===== src/rtl/wlvl_pkg.sv =====
package wlvl_pkg;

   typedef enum logic [2:0] {
      SQ_IDLE,
      SQ_MODE_ON,
      SQ_SETTLE,
      SQ_PULSE,
      SQ_SAMPLE,
      SQ_MODE_OFF,
      SQ_DONE
   } wl_seq_e;

   function automatic int cnt_width(input int max_val);
      return (max_val < 2) ? 1 : $clog2(max_val + 1);
   endfunction

endpackage


===== src/rtl/wlvl_wait_timer.sv =====
module wlvl_wait_timer #(
   parameter int CNT_W = 8
) (
   input  logic             clk,
   input  logic             rst_n,
   input  logic             load,
   input  logic [CNT_W-1:0] load_val,
   output logic             expired
);

   logic [CNT_W-1:0] cnt_q;

   always_ff @(posedge clk) begin
      if (!rst_n)             cnt_q <= '0;
      else if (load)          cnt_q <= load_val;
      else if (cnt_q != '0)   cnt_q <= cnt_q - 1'b1;
   end

   assign expired = (cnt_q == '0);

endmodule


===== src/rtl/wlvl_seq.sv =====
module wlvl_seq
   import wlvl_pkg::*;
#(
   parameter int SETTLE_W = 8
) (
   input  logic                clk,
   input  logic                rst_n,
   input  logic                start,
   input  logic [SETTLE_W-1:0] settle_in,
   input  logic                all_finished,
   output logic                lvl_mode_en,
   output logic                dqs_pulse,
   output logic                sample_en,
   output logic                lane_clear,
   output logic                all_done
);

   wl_seq_e             state_q, state_d;
   logic [SETTLE_W-1:0] settle_q;
   logic                tmr_load;
   logic [SETTLE_W-1:0] tmr_val;
   logic                tmr_expired;
   logic                start_ok;

   assign start_ok = start && (state_q == SQ_IDLE || state_q == SQ_DONE);

   wlvl_wait_timer #(.CNT_W(SETTLE_W)) u_timer (
      .clk      (clk),
      .rst_n    (rst_n),
      .load     (tmr_load),
      .load_val (tmr_val),
      .expired  (tmr_expired)
   );

   always_comb begin
      state_d  = state_q;
      tmr_load = 1'b0;
      tmr_val  = settle_q;
      unique case (state_q)
         SQ_IDLE, SQ_DONE: begin
            if (start) begin
               state_d  = SQ_MODE_ON;
               tmr_load = 1'b1;
               tmr_val  = settle_in;
            end
         end
         SQ_MODE_ON: begin
            if (tmr_expired) begin
               state_d  = SQ_SETTLE;
               tmr_load = 1'b1;
            end
         end
         SQ_SETTLE: begin
            if (all_finished) begin
               state_d  = SQ_MODE_OFF;
               tmr_load = 1'b1;
            end else if (tmr_expired) begin
               state_d = SQ_PULSE;
            end
         end
         SQ_PULSE:  state_d = SQ_SAMPLE;
         SQ_SAMPLE: begin
            state_d  = SQ_SETTLE;
            tmr_load = 1'b1;
         end
         SQ_MODE_OFF: begin
            if (tmr_expired) state_d = SQ_DONE;
         end
         default: state_d = SQ_IDLE;
      endcase
   end

   always_ff @(posedge clk) begin
      if (!rst_n) begin
         state_q  <= SQ_IDLE;
         settle_q <= '0;
      end else begin
         state_q <= state_d;
         if (start_ok) settle_q <= settle_in;
      end
   end

   assign lvl_mode_en = (state_q == SQ_MODE_ON) || (state_q == SQ_SETTLE) ||
                        (state_q == SQ_PULSE)   || (state_q == SQ_SAMPLE);
   assign dqs_pulse   = (state_q == SQ_PULSE);
   assign sample_en   = (state_q == SQ_SAMPLE);
   assign lane_clear  = start_ok;
   assign all_done    = (state_q == SQ_DONE);

   // strobe probes only inside leveling mode
   assert_pulse_in_mode_R11: assert property (@(posedge clk) disable iff (!rst_n)
      dqs_pulse |-> lvl_mode_en);

   // feedback is sampled the cycle after a probe
   assert_sample_follows_R4: assert property (@(posedge clk) disable iff (!rst_n)
      dqs_pulse |=> sample_en);

   // done holds until a new start
   assert_done_hold_R10: assert property (@(posedge clk) disable iff (!rst_n)
      (all_done && !start) |=> all_done);

endmodule


===== src/rtl/wlvl_lane.sv =====
module wlvl_lane
   import wlvl_pkg::*;
#(
   parameter int TAP_W   = 6,
   parameter int MAX_TAP = 63,
   parameter int CONFIRM = 2
) (
   input  logic             clk,
   input  logic             rst_n,
   input  logic             clear,
   input  logic             sample_en,
   input  logic             fb,
   output logic [TAP_W-1:0] tap,
   output logic             done,
   output logic             fail,
   output logic             finished
);

   localparam int               CONF_W   = cnt_width(CONFIRM);
   localparam logic [TAP_W-1:0] TAP_LAST = TAP_W'(MAX_TAP);

   logic [TAP_W-1:0]  cand_q;
   logic [CONF_W-1:0] ones_q;
   logic              saw_zero_q;
   logic              at_last;
   logic              confirm_hit;

   assign finished    = done || fail;
   assign at_last     = (tap == TAP_LAST);
   assign confirm_hit = (int'(ones_q) + 1 >= CONFIRM);

   always_ff @(posedge clk) begin
      if (!rst_n || clear) begin
         tap        <= '0;
         cand_q     <= '0;
         ones_q     <= '0;
         saw_zero_q <= 1'b0;
         done       <= 1'b0;
         fail       <= 1'b0;
      end else if (sample_en && !finished) begin
         if (fb && saw_zero_q && confirm_hit) begin
            done <= 1'b1;
            if (ones_q != '0) tap <= cand_q;
         end else begin
            if (fb && saw_zero_q) begin
               if (ones_q == '0) cand_q <= tap;
               ones_q <= ones_q + 1'b1;
            end else if (!fb) begin
               saw_zero_q <= 1'b1;
               ones_q     <= '0;
            end
            if (at_last) fail <= 1'b1;
            else         tap  <= tap + 1'b1;
         end
      end
   end

   // tap never passes the last code
   assert_tap_range_R8: assert property (@(posedge clk) disable iff (!rst_n)
      tap <= TAP_LAST);

   // success and failure exclusive
   assert_flag_excl_R8: assert property (@(posedge clk) disable iff (!rst_n)
      !(done && fail));

   // a stopped lane holds tap and flag
   assert_finished_hold_R9: assert property (@(posedge clk) disable iff (!rst_n)
      (finished && !clear) |=> ($stable(tap) && finished));

   // acceptance only on a sample that read 1
   assert_accept_on_one_R5: assert property (@(posedge clk) disable iff (!rst_n)
      $rose(done) |-> $past(sample_en && fb));

endmodule


===== src/rtl/wlvl_search.sv =====
module wlvl_search
   import wlvl_pkg::*;
#(
   parameter int LANES    = 4,
   parameter int TAP_W    = 6,
   parameter int MAX_TAP  = 63,
   parameter int SETTLE_W = 8,
   parameter int CONFIRM  = 2
) (
   input  logic                   clk,
   input  logic                   rst_n,
   input  logic                   start,
   input  logic [SETTLE_W-1:0]    settle_cycles,
   input  logic [LANES-1:0]       fb,
   output logic                   lvl_mode_en,
   output logic                   dqs_pulse,
   output logic [LANES*TAP_W-1:0] tap_out,
   output logic [LANES-1:0]       lane_done,
   output logic [LANES-1:0]       lane_fail,
   output logic                   all_done
);

   if (LANES < 1) begin : g_bad_lanes
      $error("wlvl_search: LANES must be at least 1");
   end
   if (MAX_TAP < 1 || MAX_TAP > (2**TAP_W) - 1) begin : g_bad_max_tap
      $error("wlvl_search: MAX_TAP must fit in TAP_W bits");
   end
   if (CONFIRM < 1) begin : g_bad_confirm
      $error("wlvl_search: CONFIRM must be at least 1");
   end
   if (SETTLE_W < 1) begin : g_bad_settle
      $error("wlvl_search: SETTLE_W must be at least 1");
   end

   logic             sample_en;
   logic             lane_clear;
   logic [LANES-1:0] finished;

   wlvl_seq #(.SETTLE_W(SETTLE_W)) u_seq (
      .clk          (clk),
      .rst_n        (rst_n),
      .start        (start),
      .settle_in    (settle_cycles),
      .all_finished (&finished),
      .lvl_mode_en  (lvl_mode_en),
      .dqs_pulse    (dqs_pulse),
      .sample_en    (sample_en),
      .lane_clear   (lane_clear),
      .all_done     (all_done)
   );

   for (genvar l = 0; l < LANES; l++) begin : g_lane
      wlvl_lane #(
         .TAP_W   (TAP_W),
         .MAX_TAP (MAX_TAP),
         .CONFIRM (CONFIRM)
      ) u_lane (
         .clk       (clk),
         .rst_n     (rst_n),
         .clear     (lane_clear),
         .sample_en (sample_en),
         .fb        (fb[l]),
         .tap       (tap_out[l*TAP_W +: TAP_W]),
         .done      (lane_done[l]),
         .fail      (lane_fail[l]),
         .finished  (finished[l])
      );
   end

   // global done only when every lane has stopped
   assert_all_done_lanes_R10: assert property (@(posedge clk) disable iff (!rst_n)
      all_done |-> (&finished));

   // leveling mode is off once done
   assert_done_mode_off_R10: assert property (@(posedge clk) disable iff (!rst_n)
      all_done |-> !lvl_mode_en);

endmodule


===== config.mk =====
export PLATFORM = sky130hd
export DESIGN_NAME = wlvl_search
export DESIGN_NICKNAME = d
export VERILOG_FILES = /design/src/rtl/wlvl_pkg.sv /design/src/rtl/wlvl_wait_timer.sv /design/src/rtl/wlvl_seq.sv /design/src/rtl/wlvl_lane.sv /design/src/rtl/wlvl_search.sv
export SDC_FILE = /design/constraint.sdc
export NUM_CORES = 1
export LEC_CHECK = 0
export BUFFER_PORTS_ARGS = -buffer_cell sky130_fd_sc_hd__buf_2
export CORE_ASPECT_RATIO = 1.2
export CORE_MARGIN = 3
export CORE_UTILIZATION = 55
export CTS_BUF_LIST = sky130_fd_sc_hd__clkbuf_8
export CTS_CLUSTER_SIZE = 8
export DETAILED_ROUTE_END_ITERATION = 12
export GPL_TIMING_DRIVEN = 0
export PLACE_DENSITY = 0.89
export SYNTH_ARGS = -nofsm -noshare
export SYNTH_HDL_FRONTEND = slang
export SYNTH_HIERARCHICAL = 1
export SYNTH_SLANG_ARGS = --single-unit

===== constraint.sdc =====
create_clock -name clk -period 1.9 [get_ports clk]
set_input_delay 0 -clock clk [delete_from_list [all_inputs] [get_ports clk]]
set_output_delay 0 -clock clk [all_outputs]
set_load 0.005 [all_outputs]

== After elaboration in Yosys (flattened, before gate mapping) ==
Cells that the tools add are included.
W data, S select, Z words.
Storage, ports and cells
  register bits after elaboration: 87
  output and inout port bits: 35
Cells by class
  $add $sub $neg: 13
  $lt $le $gt $ge: 4
  equality and inequality tests: 26
  multiplexer cells: 34
  bitwise gates (word level): 12
  reductions and logical operators: 66
Operators with widths (number)
  $ge A32 B3 Y1 const B: 4
  $mux W6: 12
  $reduce_and A4 Y1: 10
  $reduce_and A3 Y1: 12
  $mux W8: 4
  $add A6 B1 Y6 const B: 4
  $eq A6 B6 Y1 const B: 4
  $ne A2 B2 Y1 const B: 9
  $pmux W3 S6: 1
  $mux W2: 8
  $mux W3: 5
  $logic_and A1 B1 Y1: 13
  $add A2 B1 Y3 const B: 4
  $ne A2 B1 Y1 const B: 6
  $not A1 Y1: 12
  $reduce_bool A2 Y1: 5
  $eq A3 B3 Y1 const B: 3
  $logic_or A1 B1 Y1: 9
  $add A2 B1 Y2 const B: 4
  $logic_not A2 Y1: 4
  $logic_not A8 Y1: 1
  $reduce_and A2 Y1: 4
  $reduce_bool A8 Y1: 1
  $sub A8 B1 Y8 const B: 1
  8 further kinds: 15

== Logic depth before layout (Yosys ltp) ==
Gate-level depths: netlist of the first run.
  word-level depth: 5
  mapped depth: 9
  gate-level depth less buffers: 8

== Modules after synthesis ==
The synthesis of the first run kept the hierarchy.
Modules (own cells, without submodules)
  wlvl_lane: times used 4, cells an instance 95, area an instance 850.8 µm², sequential area each 340.3 µm²
  wlvl_seq: times used 1, cells an instance 79, area an instance 710.7 µm², sequential area each 220.2 µm²
  wlvl_wait_timer: times used 1, cells an instance 51, area an instance 457.9 µm², sequential area each 160.2 µm²
  wlvl_search: times used 1, cells an instance 1, area an instance 8.8 µm², sequential area each 0.0 µm²

== Worst setup path after synthesis of the first run ==
No wires, ideal clock.
  path kind: register to register
  from: reg u_seq.state_q[2]
  to: reg g_lane[0].u_lane.tap[3]
  library setup time: 0.116 ns
  data arrival time: 1.918 ns
  required time: 1.784 ns
  slack: -0.134 ns
  stages on the path, launching flop included: 8
  clock period less this slack: 2.034 ns
  path through: dfxtp_1 buf_2 nand2b_1 nor2_1 or3b_4 a21o_1 o311a_1 a31o_1
RTL lines
  from (decl): RTL line wlvl_seq.sv:18  | wl_seq_e state_q, state_d;
  from (signal assigned): RTL line wlvl_seq.sv:78  | state_q <= state_d;
  $eq A3 B3 Y1: RTL line wlvl_seq.sv:86  | assign sample_en = (state_q == SQ_SAMPLE);
  named net sample_en: RTL line wlvl_search.sv:36  | logic sample_en;
  $logic_and A1 B1 Y1: RTL line wlvl_lane.sv:40  | end else if (sample_en && !finished) begin
  $reduce_and A3 Y1 (no source line)
  to (signal assigned): RTL line wlvl_lane.sv:43  | if (ones_q != '0) tap <= cand_q;
  to (signal assigned): RTL line wlvl_lane.sv:53  | else tap <= tap + 1'b1;
  to (decl): RTL line wlvl_lane.sv:13  | output logic [TAP_W-1:0] tap,
The timed path passes the listed nets, and every way through them passes these cells.
A chain may end at the register's enable or synchronous reset.

== Worst setup path in the final report of the first run ==
  from: reg u_seq.u_timer.cnt_q[3]
  to: reg u_seq.u_timer.cnt_q[1]
On the way
  cells in the longest elaborated chain, start to end: 4
Ends and longest elaborated chain
  from (decl): RTL line wlvl_wait_timer.sv:11  | logic [CNT_W-1:0] cnt_q;
  from (signal assigned): RTL line wlvl_wait_timer.sv:15  | else if (load) cnt_q <= load_val;
  from (signal assigned): RTL line wlvl_wait_timer.sv:16  | else if (cnt_q != '0) cnt_q <= cnt_q - 1'b1;
  $logic_not A8 Y1 *: RTL line wlvl_wait_timer.sv:19  | assign expired = (cnt_q == '0);
  named net u_seq.tmr_expired: RTL line wlvl_seq.sv:22  | logic tmr_expired;
  $mux W1 *: RTL line wlvl_seq.sv:48  | if (tmr_expired) begin
  $pmux W1 S4 *: RTL line wlvl_seq.sv:39  | unique case (state_q)
  named net u_seq.tmr_load: RTL line wlvl_seq.sv:20  | logic tmr_load;
  $mux W8 / $reduce_bool A2 Y1 (equally long branches)
The timed path passes the listed nets; every way through them passes the cells marked *.

==> qor.txt, run 1 <==
Outcome - finished, violations left
Violated checks - negative setup slack
H-tree levels - 3
Pre-antenna DRT Iters - 5
Synth unique cells - 54
Post-Route WL - 12.0 mm
Ys async rst share - 0
WP data arrival - 2.25 ns
Fill count - 543
Post-Synth XOR/XNOR Area - 0.0208
Slew HR - 0.652
Fin crit period - 2.01 ns
Mean post-synth cell area - 8.96 µm²
Critical Path Start - u_seq/u_timer/cnt_q[3]
Design area - 0.00574 mm²
Met3 WL - 575 µm
DIE HEIGHT - 106 µm
Synth Flop Type - dfxtp_1
Clock buffer depth - 2
Startpoint types - flip-flop
DIE WIDTH - 89.3 µm
Post-Synth Adder-Cell Area - 0.0377
Leading area contributor after synthesis - dfxtp_1
Maxcap violations - 0
DR vias - 4332
Residual DRC - 0
Largest family of logic cells by synthesized area - simple AND/OR/NAND/NOR gates
Fin. max-slew vios - 0
Crit path max fanout - 7
Period Utilization, post-route - 1.06
1st-iter DRT viols - 390
Post-synthesis mux area share - 0.121
Die area - 0.00946 mm²
Slowest-stage cell, CP - dfxtp_4
Vias per cell - 6.14
# clock sinks - 87
CTS tree - done
ANT nets after route - 0
Largest net degree at the start of global routing - 18
Post-Syn Area - 0.00458 mm²
Part of the Yosys area used for sequential elements - 0.380
RSZ-0062 raised after global routing - true
Num CTS Buffers - 9
Endpoints failing hold - 0
DP Area - 0.00496 mm²
Clock-pin slew on the worst setup and hold paths - 0.09 ns
Cell Pwr Density - 910 mW/mm²
Grt ovf - 0
Overall Power - 5220 µW
Initial antenna violation count - 0
Synthesized net count - 539
Post-synth top area share - 0.380
Synth Area in Compound Gates - 0.169
Worst min path class - in2reg
Worst-Margin Slew - 0.523 ns
VDD IR max - 0.430 mV
Max layer used - met4
Final net count - 636
Initial Util - 0.581
Core box area - 0.00788 mm²
Syn Inst Count - 511
Crit-path cells - nor4_4 -> and4bb_1 -> buf_6 -> nand4_1 -> o211ai_1 -> buf_4 -> inv_6 -> o21ai_0 -> a311oi_2
DR WL/cell - 17.0 µm
Clock skew - 0.00976 ns
Critical Path Max Stage Delay - 0.37 ns
GP Congestion - 0.908
# rows - 35
Yosys warnings - 6
DP HPWL - 7.46 mm
Routed met1 length - 5.04 mm
P_leak - 0.00245 µW
Flip-flop and latch count after synthesis - 87
Clk root buf - clkbuf_8
Antenna cells - 0
Final setup margin - -0.109 ns
Total Routing Usage GR - 0.239
Worst Path Required - 2.14 ns
Post-synth EDFFs - 0
P&R area growth vs syn - 25.2%
Post-Synth Simple-Gate Area - 0.229
Largest cells by area after synthesis - dfxtp_1, mux2i_1, nor2_1
Routed wl met2 - 6.08 mm
First-pass GRT wire length - 18.2 mm
Hold path start - fb[1]
RR Startpoint - u_seq/u_timer/cnt_q[3]
Setup crit end kind - flip-flop
Kind of critical path - reg2reg
Port-buffer cells - 49
Fmax - 498 MHz
Worst skew pair latency - 0.36 ns
Setup Viol. Count Final - 11
Layout cell share with drive strength beyond 1 - 0.289
Top-level I/O count - 50
Number of global-route vias before repair - 4036
[power breakdown]
part           total (µW)  internal, µW  switching (µW)
Sequential           2090          1960             130
Combinational        1950           951            1000
Clock                1170           533             641
Total                5220          3440            1770
[path summary, 6_finish.rpt]
path                            slack, ns  depth (start not counted)                          end
worst max-delay path                -0.11                          9       u_seq/u_timer/cnt_q[1]
worst min-delay path                 0.02                          4  g_lane[1].u_lane/saw_zero_q
worst max register to register      -0.11                          9       u_seq/u_timer/cnt_q[1]
worst min register to register       0.46                          2            u_seq/settle_q[7]
[Yosys cell counts (all sizes together), types with 6 or more instances]
| cell | n |
|---|---|
| a21oi | 30 |
| buf | 9 |
| clkbuf | 12 |
| dfxtp | 87 |
| ha | 13 |
| inv | 17 |
| mux2 | 8 |
| mux2i | 46 |
| nand2 | 39 |
| nand2b | 14 |
| nand3 | 14 |
| nand4 | 6 |
| nor2 | 57 |
| nor2b | 9 |
| nor3 | 11 |
| nor3b | 9 |
| o21a | 8 |
| o21ai | 17 |
| o31ai | 16 |
| or3b | 8 |
| xnor2 | 8 |
[cells in the final DEF, fill, tap and decap left out, drive strengths merged, types with 9 or more instances in the layout]
| master | n |
|---|---|
| dfxtp | 87 |
| clkbuf | 22 |
| inv | 20 |
| nand3 | 14 |
| nor2b | 9 |
| mux2i | 46 |
| nor2 | 57 |
| nand2 | 39 |
| nor3b | 9 |
| nand2b | 14 |
| o21ai | 17 |
| o31ai | 16 |
| nor3 | 11 |
| a21oi | 30 |
| ha | 13 |
| dlygate4sd3 | 11 |
| buf | 84 |
[worst max-delay path: cells and delay by family (launching register included)]
kind,cells,cell delay [ns]
DFF,1,0.37
buffers and inverters,3,0.40
and+or+nand+nor,3,0.63
AOI/OAI and AO/OA,3,0.48
[routing by layer]
layer  global-route usage  up-vias
li1                     -     2037
met4               0.0968        0
met1                0.289     2105
met2                0.406      159
met3               0.0457       31
met5                    0        -
[sequential cells by signal, indices dropped and copies added, names as in the netlist, 4 cells and up]
register	count
g_lane.u_lane/cand_q	24
g_lane.u_lane/tap	24
g_lane.u_lane/ones_q	8
u_seq/settle_q	8
u_seq/u_timer/cnt_q	8
g_lane.u_lane/done	4
g_lane.u_lane/fail	4
g_lane.u_lane/saw_zero_q	4
[layout make-up]
type	count	area [µm²]	area share
sequential	87	1770	0.308
clock inverter	5	25.0	0.00436
multi-input combinational	386	2900	0.505
timing repair inverter	1	3.75	0.000654
buffer	21	154	0.0268
timing repair buffer	85	551	0.0960
inverter	17	68.8	0.0120
clock buffer	11	151	0.0264
tap	92	115	0.0201
[through the flow]
| step | util | worst slack [ns] | hold slack [ns] | std cells | setup TNS (ns) |
|---|---|---|---|---|---|
| CTS | 0.689 | -0.0363 | 0.00133 | 693 | -0.0549 |
| finish | 0.728 | -0.109 | 0.0239 | 705 | -0.410 |
| global placement | 0.629 | -0.240 | 0.259 | 652 | -8.25 |
| floorplan | - | 0.00112 | 0.142 | 511 | 0 |
| detailed placement | 0.629 | -0.331 | 0.276 | 652 | -12.64 |
| global route | 0.728 | -0.135 | 0.0805 | 705 | -1.07 |
[what timing repair did]
item	4_1_cts	5_1_grt
setup endpoints to repair	72	69
gates resized for setup	29	56
endpoints found under the hold margin	11	0
pin swaps	11	10
setup buffers	13	12
gates cloned	1	0
hold buffers	11	0
[kinds of logic (layout without fill, tap and decap cells)]
kind of cell | count (synthesis) | count (layout)
XOR/XNOR | 10 | 10
multiplexers | 54 | 54
buffers and inverters | 38 | 140
AO/OA/AOI/OAI | 115 | 115
AND/OR/NAND/NOR | 193 | 193
flip-flops | 87 | 87
adder cells (fa/ha/maj) | 14 | 14
Note: power is estimated with default switching activity, not from simulation.
==> inputs of run 2 (changes only) <==
--- a/config.mk
+++ b/config.mk
@@ -7,7 +7,7 @@
 export LEC_CHECK = 0
 export BUFFER_PORTS_ARGS = -buffer_cell sky130_fd_sc_hd__buf_2
 export CORE_ASPECT_RATIO = 1.2
-export CORE_MARGIN = 3
+export CORE_MARGIN = 4
 export CORE_UTILIZATION = 55
 export CTS_BUF_LIST = sky130_fd_sc_hd__clkbuf_8
 export CTS_CLUSTER_SIZE = 8
==> run 2 against run 1 <==
  * The flow still finishes with violations (negative setup slack)
  * Routed wire length down 4.5%
  * Worst hold slack better by 0.032 ns
  * Critical path depth down 2
  * Flip-flop and latch count unchanged
  * Global-route usage down 1.1 points
  * Clock power up 26%
==> qor.txt, run 2 (same netlist as run 1, synthesis figures left out) <==
Setup Viol. Count Final - 6
Design area - 0.00566 mm²
RR Startpoint - u_seq/state_q[2]
Kind of critical path - reg2reg
Fin. max-slew vios - 0
Core Util, Final - 0.698
DP Area - 0.00496 mm²
Maxcap violations - 0
Total Routing Usage GR - 0.228
Reg power frac - 0.398
Startpoint types - flip-flop
Violated checks - negative setup slack
P_leak - 0.00237 µW
DIE HEIGHT - 108 µm
Clock buffer depth - 2
Vias per cell - 5.98
H-tree levels - 3
Top-level I/O count - 50
RSZ-0062 raised after global routing - true
Crit path max fanout - 8
Commonest non-fill, non-tap cell in the layout - dfxtp_1
Reg2Reg Depth - 7
1st-iter DRT viols - 347
Gate power share - 0.318
Post-Route WL - 11.5 mm
Grt ovf - 0
Worst min path class - in2reg
Cell Pwr Density - 921 mW/mm²
Switching share of power - 0.322
Fin crit period - 1.94 ns
DR WL/cell - 16.4 µm
Clock skew - 0.00861 ns
Post-Layout Cell Count - 702
Final net count - 630
Critical Path Start - u_seq/state_q[2]
Internal power - 3530 µW
# rows - 36
Final setup margin - -0.0373 ns
# clock sinks - 87
Pre-antenna DRT Iters - 5
Crit path to - g_lane[0].u_lane/tap[3]
Initial antenna violation count - 0
Outcome - finished, violations left
Die area - 0.00986 mm²
Largest net degree at the start of global routing - 18
# placed instances - 655
Clock share of power - 0.283
Worst Path Required - 2.16 ns
Fmax - 516 MHz
Hold WS - 0.0556 ns
DP HPWL - 7.30 mm
ANT nets after route - 0
Worst skew pair latency - 0.36 ns
Setup crit end kind - flip-flop
Worst-Margin Slew - 0.519 ns
Residual DRC - 0
Slew HR - 0.654
P&R area growth vs syn - 23.6%
Reg-to-reg slack, setup - -0.04 ns
Clk root buf - clkbuf_8
Port-buffer cells - 49
Endpoints failing hold - 0
Num CTS Buffers - 9
Switching Power - 1680 µW
Antenna cells - 0
Worst R2R End - g_lane[0].u_lane/tap[3]
Layout cell share with drive strength beyond 1 - 0.278
VDD IR max - 0.429 mV
First-pass GRT wire length - 18.5 mm
GP Congestion - 0.881
WP data arrival - 2.20 ns
Largest registers - g_lane.u_lane/cand_q: 24 flops, g_lane.u_lane/tap: 24 flops
Post-Place Setup Slack - -0.311 ns
Initial Util - 0.565
DR vias - 4199
Core box area - 0.00811 mm²
DIE WIDTH - 91.3 µm
Period Utilization, post-route - 1.02
CTS tree - done
Clock-pin slew on the worst setup and hold paths - 0.09 ns
Most frequent cells in the layout - dfxtp_1, buf_2, nor2_1, mux2i_1, nand2_1
Number of global-route vias before repair - 4092
==> run 2: worst min path at each step <==
stage                                  endpoint  cells past startpoint  slack [ns]             start
global route             u_seq/u_timer/cnt_q[2]                      3        0.08             rst_n
global placement              u_seq/settle_q[1]                      3        0.26  settle_cycles[1]
detailed placement            u_seq/settle_q[1]                      3        0.28  settle_cycles[1]
floorplan                     u_seq/settle_q[0]                      2        0.14  settle_cycles[0]
finish                  g_lane[3].u_lane/tap[2]                      3        0.06             rst_n
CTS                 g_lane[3].u_lane/saw_zero_q                      4       0.008             fb[3]
==> run 2: area by class of cell <==
type,count,area [µm²]
multi-input cells,386,2820
fillers,566,2450
flip-flops and latches,87,1770
repair buffers,80,509
plain buffers,21,148
clock buffers,10,138
well taps,95,119
clock inverters,6,91.3
inverters,17,68.8
==> run 2: power by group through the flow <==
stage	Combinational, µW	Sequential, µW	Clock [µW]
6_report	1660	2080	1480
5_1_grt	1790	2090	1580
4_1_cts	1470	2070	1500
3_5_place_dp	1290	2110	0
3_3_place_gp	1240	2100	0
2_1_floorplan	1030	2090	0
==> run 2: per-stage QoR <==
step / TNS [ns] / total power [µW]
finish: -0.129 / 5210
global route: -1.48 / 5460
CTS: 0 / 5030
detailed placement: -12.80 / 3400
global placement: -7.55 / 3350
floorplan: 0 / 3120
==> run 2: repair_timing <==
item / 4_1_cts / 5_1_grt
resized for setup: 23 / 46
gates cloned: 0 / 0
pin swaps: 11 / 4
endpoints found under the hold margin: 11 / 0
hold buffers: 11 / 0
setup endpoints to repair: 72 / 67
buffers inserted: 14 / 6
==> run 2: routing by layer <==
metal  track usage  part of all wire  vias to the layer above
li1              -                 -                     2025
met1         0.260              0.42                     2003
met2         0.402              0.51                      136
met3        0.0411             0.043                       35
met4         0.128             0.028                        0
met5             0                 0                        -
==> run 2: worst max-delay path, stage by stage, from the launching register on <==
cell	delay (ns)
dfxtp_2	0.34
buf_6	0.10
nand2b_4	0.06
nor2_4	0.21
or3b_4	0.42
a21o_1	0.22
o311a_1	0.30
a31o_1	0.18
==> inputs of run 3 (changes only) <==
--- a/config.mk
+++ b/config.mk
@@ -7,7 +7,6 @@
 export LEC_CHECK = 0
 export BUFFER_PORTS_ARGS = -buffer_cell sky130_fd_sc_hd__buf_2
 export CORE_ASPECT_RATIO = 1.2
-export CORE_MARGIN = 4
 export CORE_UTILIZATION = 55
 export CTS_BUF_LIST = sky130_fd_sc_hd__clkbuf_8
 export CTS_CLUSTER_SIZE = 8
==> run 3 against run 2 <==
  * The run still ends with negative setup slack left
  * Critical path type unchanged
  * Utilization is 1.7 points higher
  * Via count rose by 5.6%
  * Largest cell class unchanged
  * Global-route usage rose by 3.4 points
  * Combinational power grew 7%
  * Die area shrank 12%
  * Maximum frequency down 5.4%
==> qor.txt, run 3 (same netlist as run 1, synthesis figures left out) <==
ANT nets after route - 0
Layout cell share with drive strength beyond 1 - 0.300
Worst skew pair latency - 0.37 ns
Post-Layout Cell Count - 705
Die area - 0.00870 mm²
Most frequent cells in the layout - dfxtp_1, nor2_1, buf_2, mux2i_1, nand2_1
Worst R2R End - g_lane[1].u_lane/tap[5]
Clock share of power - 0.272
Residual DRC - 0
Maxcap violations - 0
First-pass GRT wire length - 18.3 mm
DIE HEIGHT - 102 µm
Initial antenna violation count - 0
Worst min path class - in2reg
Endpoints failing hold - 0
Clk root buf - clkbuf_8
Hold path endpoint - g_lane[1].u_lane/saw_zero_q
Antenna cells - 0
Setup TNS - -1.11 ns
Reg power frac - 0.393
Design area - 0.00580 mm²
DR WL/cell - 18.7 µm
Num CTS Buffers - 9
# placed instances - 655
Fmax - 488 MHz
Commonest non-fill, non-tap cell in the layout - dfxtp_1
Fill count - 512
Final setup margin - -0.148 ns
Core Util, Final - 0.715
Initial Util - 0.565
Worst-Margin Slew - 0.483 ns
RSZ-0062 raised after global routing - true
Cell Pwr Density - 913 mW/mm²
Largest net degree at the start of global routing - 18
Outcome - finished, violations left
Setup Viol. Count Final - 25
RR Startpoint - u_seq/state_q[0]
# clock sinks - 87
DR vias - 4434
Crit path max fanout - 7
Post-Route WL - 13.2 mm
Core box area - 0.00811 mm²
P&R area growth vs syn - 26.5%
Largest registers - g_lane.u_lane/cand_q: 24 flops, g_lane.u_lane/tap: 24 flops
CTS tree - done
Fin. max-slew vios - 0
Clock skew - 0.00888 ns
Clock-pin slew on the worst setup and hold paths - 0.09 ns
Reg2Reg Depth - 6
Violated checks - negative setup slack
Crit-path cells - nand2b_4 -> nor2_4 -> or3b_4 -> a21o_1 -> nor2_1 -> a21oi_1
Pre-antenna DRT Iters - 5
Reg-to-reg slack, setup - -0.15 ns
Hold path start - fb[1]
VDD IR max - 0.522 mV
Top-level I/O count - 50
Fin crit period - 2.05 ns
Slowest-stage cell, CP - or3b_4
Setup crit end kind - flip-flop
P_leak - 0.00242 µW
Total Routing Usage GR - 0.261
DIE WIDTH - 85.3 µm
Critical Path Max Stage Delay - 0.45 ns
Grt ovf - 0
GP Congestion - 0.878
Clock buffer depth - 2
Port-buffer cells - 49
H-tree levels - 3
Post-Place Setup Slack - -0.349 ns
# rows - 36
Switching Power - 1790 µW
DP HPWL - 7.31 mm
Vias per cell - 6.29
WP data arrival - 2.28 ns
Worst Path Required - 2.13 ns
1st-iter DRT viols - 352
Internal power - 3500 µW
Startpoint types - flip-flop
Gate power share - 0.335
Switching share of power - 0.338
WHS Path Cells - 4
Final net count - 633
Slew HR - 0.678
Kind of critical path - reg2reg
DP Area - 0.00496 mm²
Period Utilization, post-route - 1.08
Number of global-route vias before repair - 4044
-- run 3: layout make-up --
cell class                      instances  area [µm²]  area share
Clock inverter                          7        87.6      0.0151
Buffer                                 21         153      0.0263
Sequential cell                        87        1770       0.306
Tap cell                               95         119      0.0205
Clock buffer                            9         124      0.0214
Inverter                               17        63.8      0.0110
Timing Repair Buffer                   83         544      0.0939
Multi-Input combinational cell        386        2930       0.506
-- run 3: power by group through the flow --
stage          combinational, µW  sequential [µW]  clock [µW]
6_report                    1770             2080        1440
3_3_place_gp                1240             2100           0
5_1_grt                     1870             2090        1530
3_5_place_dp                1290             2110           0
2_1_floorplan               1030             2090           0
4_1_cts                     1430             2070        1400
-- run 3: what timing repair did --
item,4_1_cts,5_1_grt
cloned,0,0
endpoints found under the hold margin,10,0
resized for setup,35,63
endpoints found under the setup margin,72,72
setup buffers,11,13
hold buffers,10,0
pin swaps,9,16
-- run 3: how the worst max path moves through the flow --
stage,start,to,slack (ns),cells past startpoint
after floorplan,u_seq/u_timer/cnt_q[3],u_seq/u_timer/cnt_q[1],0.001,8
after global placement,g_lane[3].u_lane/fail,u_seq/u_timer/cnt_q[1],-0.23,8
after detailed placement,u_seq/state_q[2],g_lane[0].u_lane/cand_q[0],-0.35,7
after CTS,u_seq/u_timer/cnt_q[2],u_seq/u_timer/cnt_q[1],-0.002,8
after global routing,u_seq/u_timer/cnt_q[3],u_seq/u_timer/cnt_q[7],-0.15,8
final,u_seq/state_q[0],g_lane[1].u_lane/tap[5],-0.15,6
-- run 3: stage by stage --
step / hold WS, ns / power (µW)
after global routing: 0.0230 / 5490
after detailed placement: 0.273 / 3400
final: 0.0103 / 5290
after global placement: 0.258 / 3350
after floorplan: 0.142 / 3120
after CTS: 0.00348 / 4900
-- run 3: routing by layer --
layer,vias up,global-route usage,part of all wire
met5,-,0,0
met4,0,0.138,0.031
met3,52,0.0549,0.054
met2,204,0.472,0.52
met1,2148,0.291,0.39
li1,2030,-,-
-- run 3: worst max-delay path: cells and delay by family (launching register included) --
family / cells / cell delay (ns)
simple gates: 4 / 1.16
compound gates: 2 / 0.40
flops: 1 / 0.35
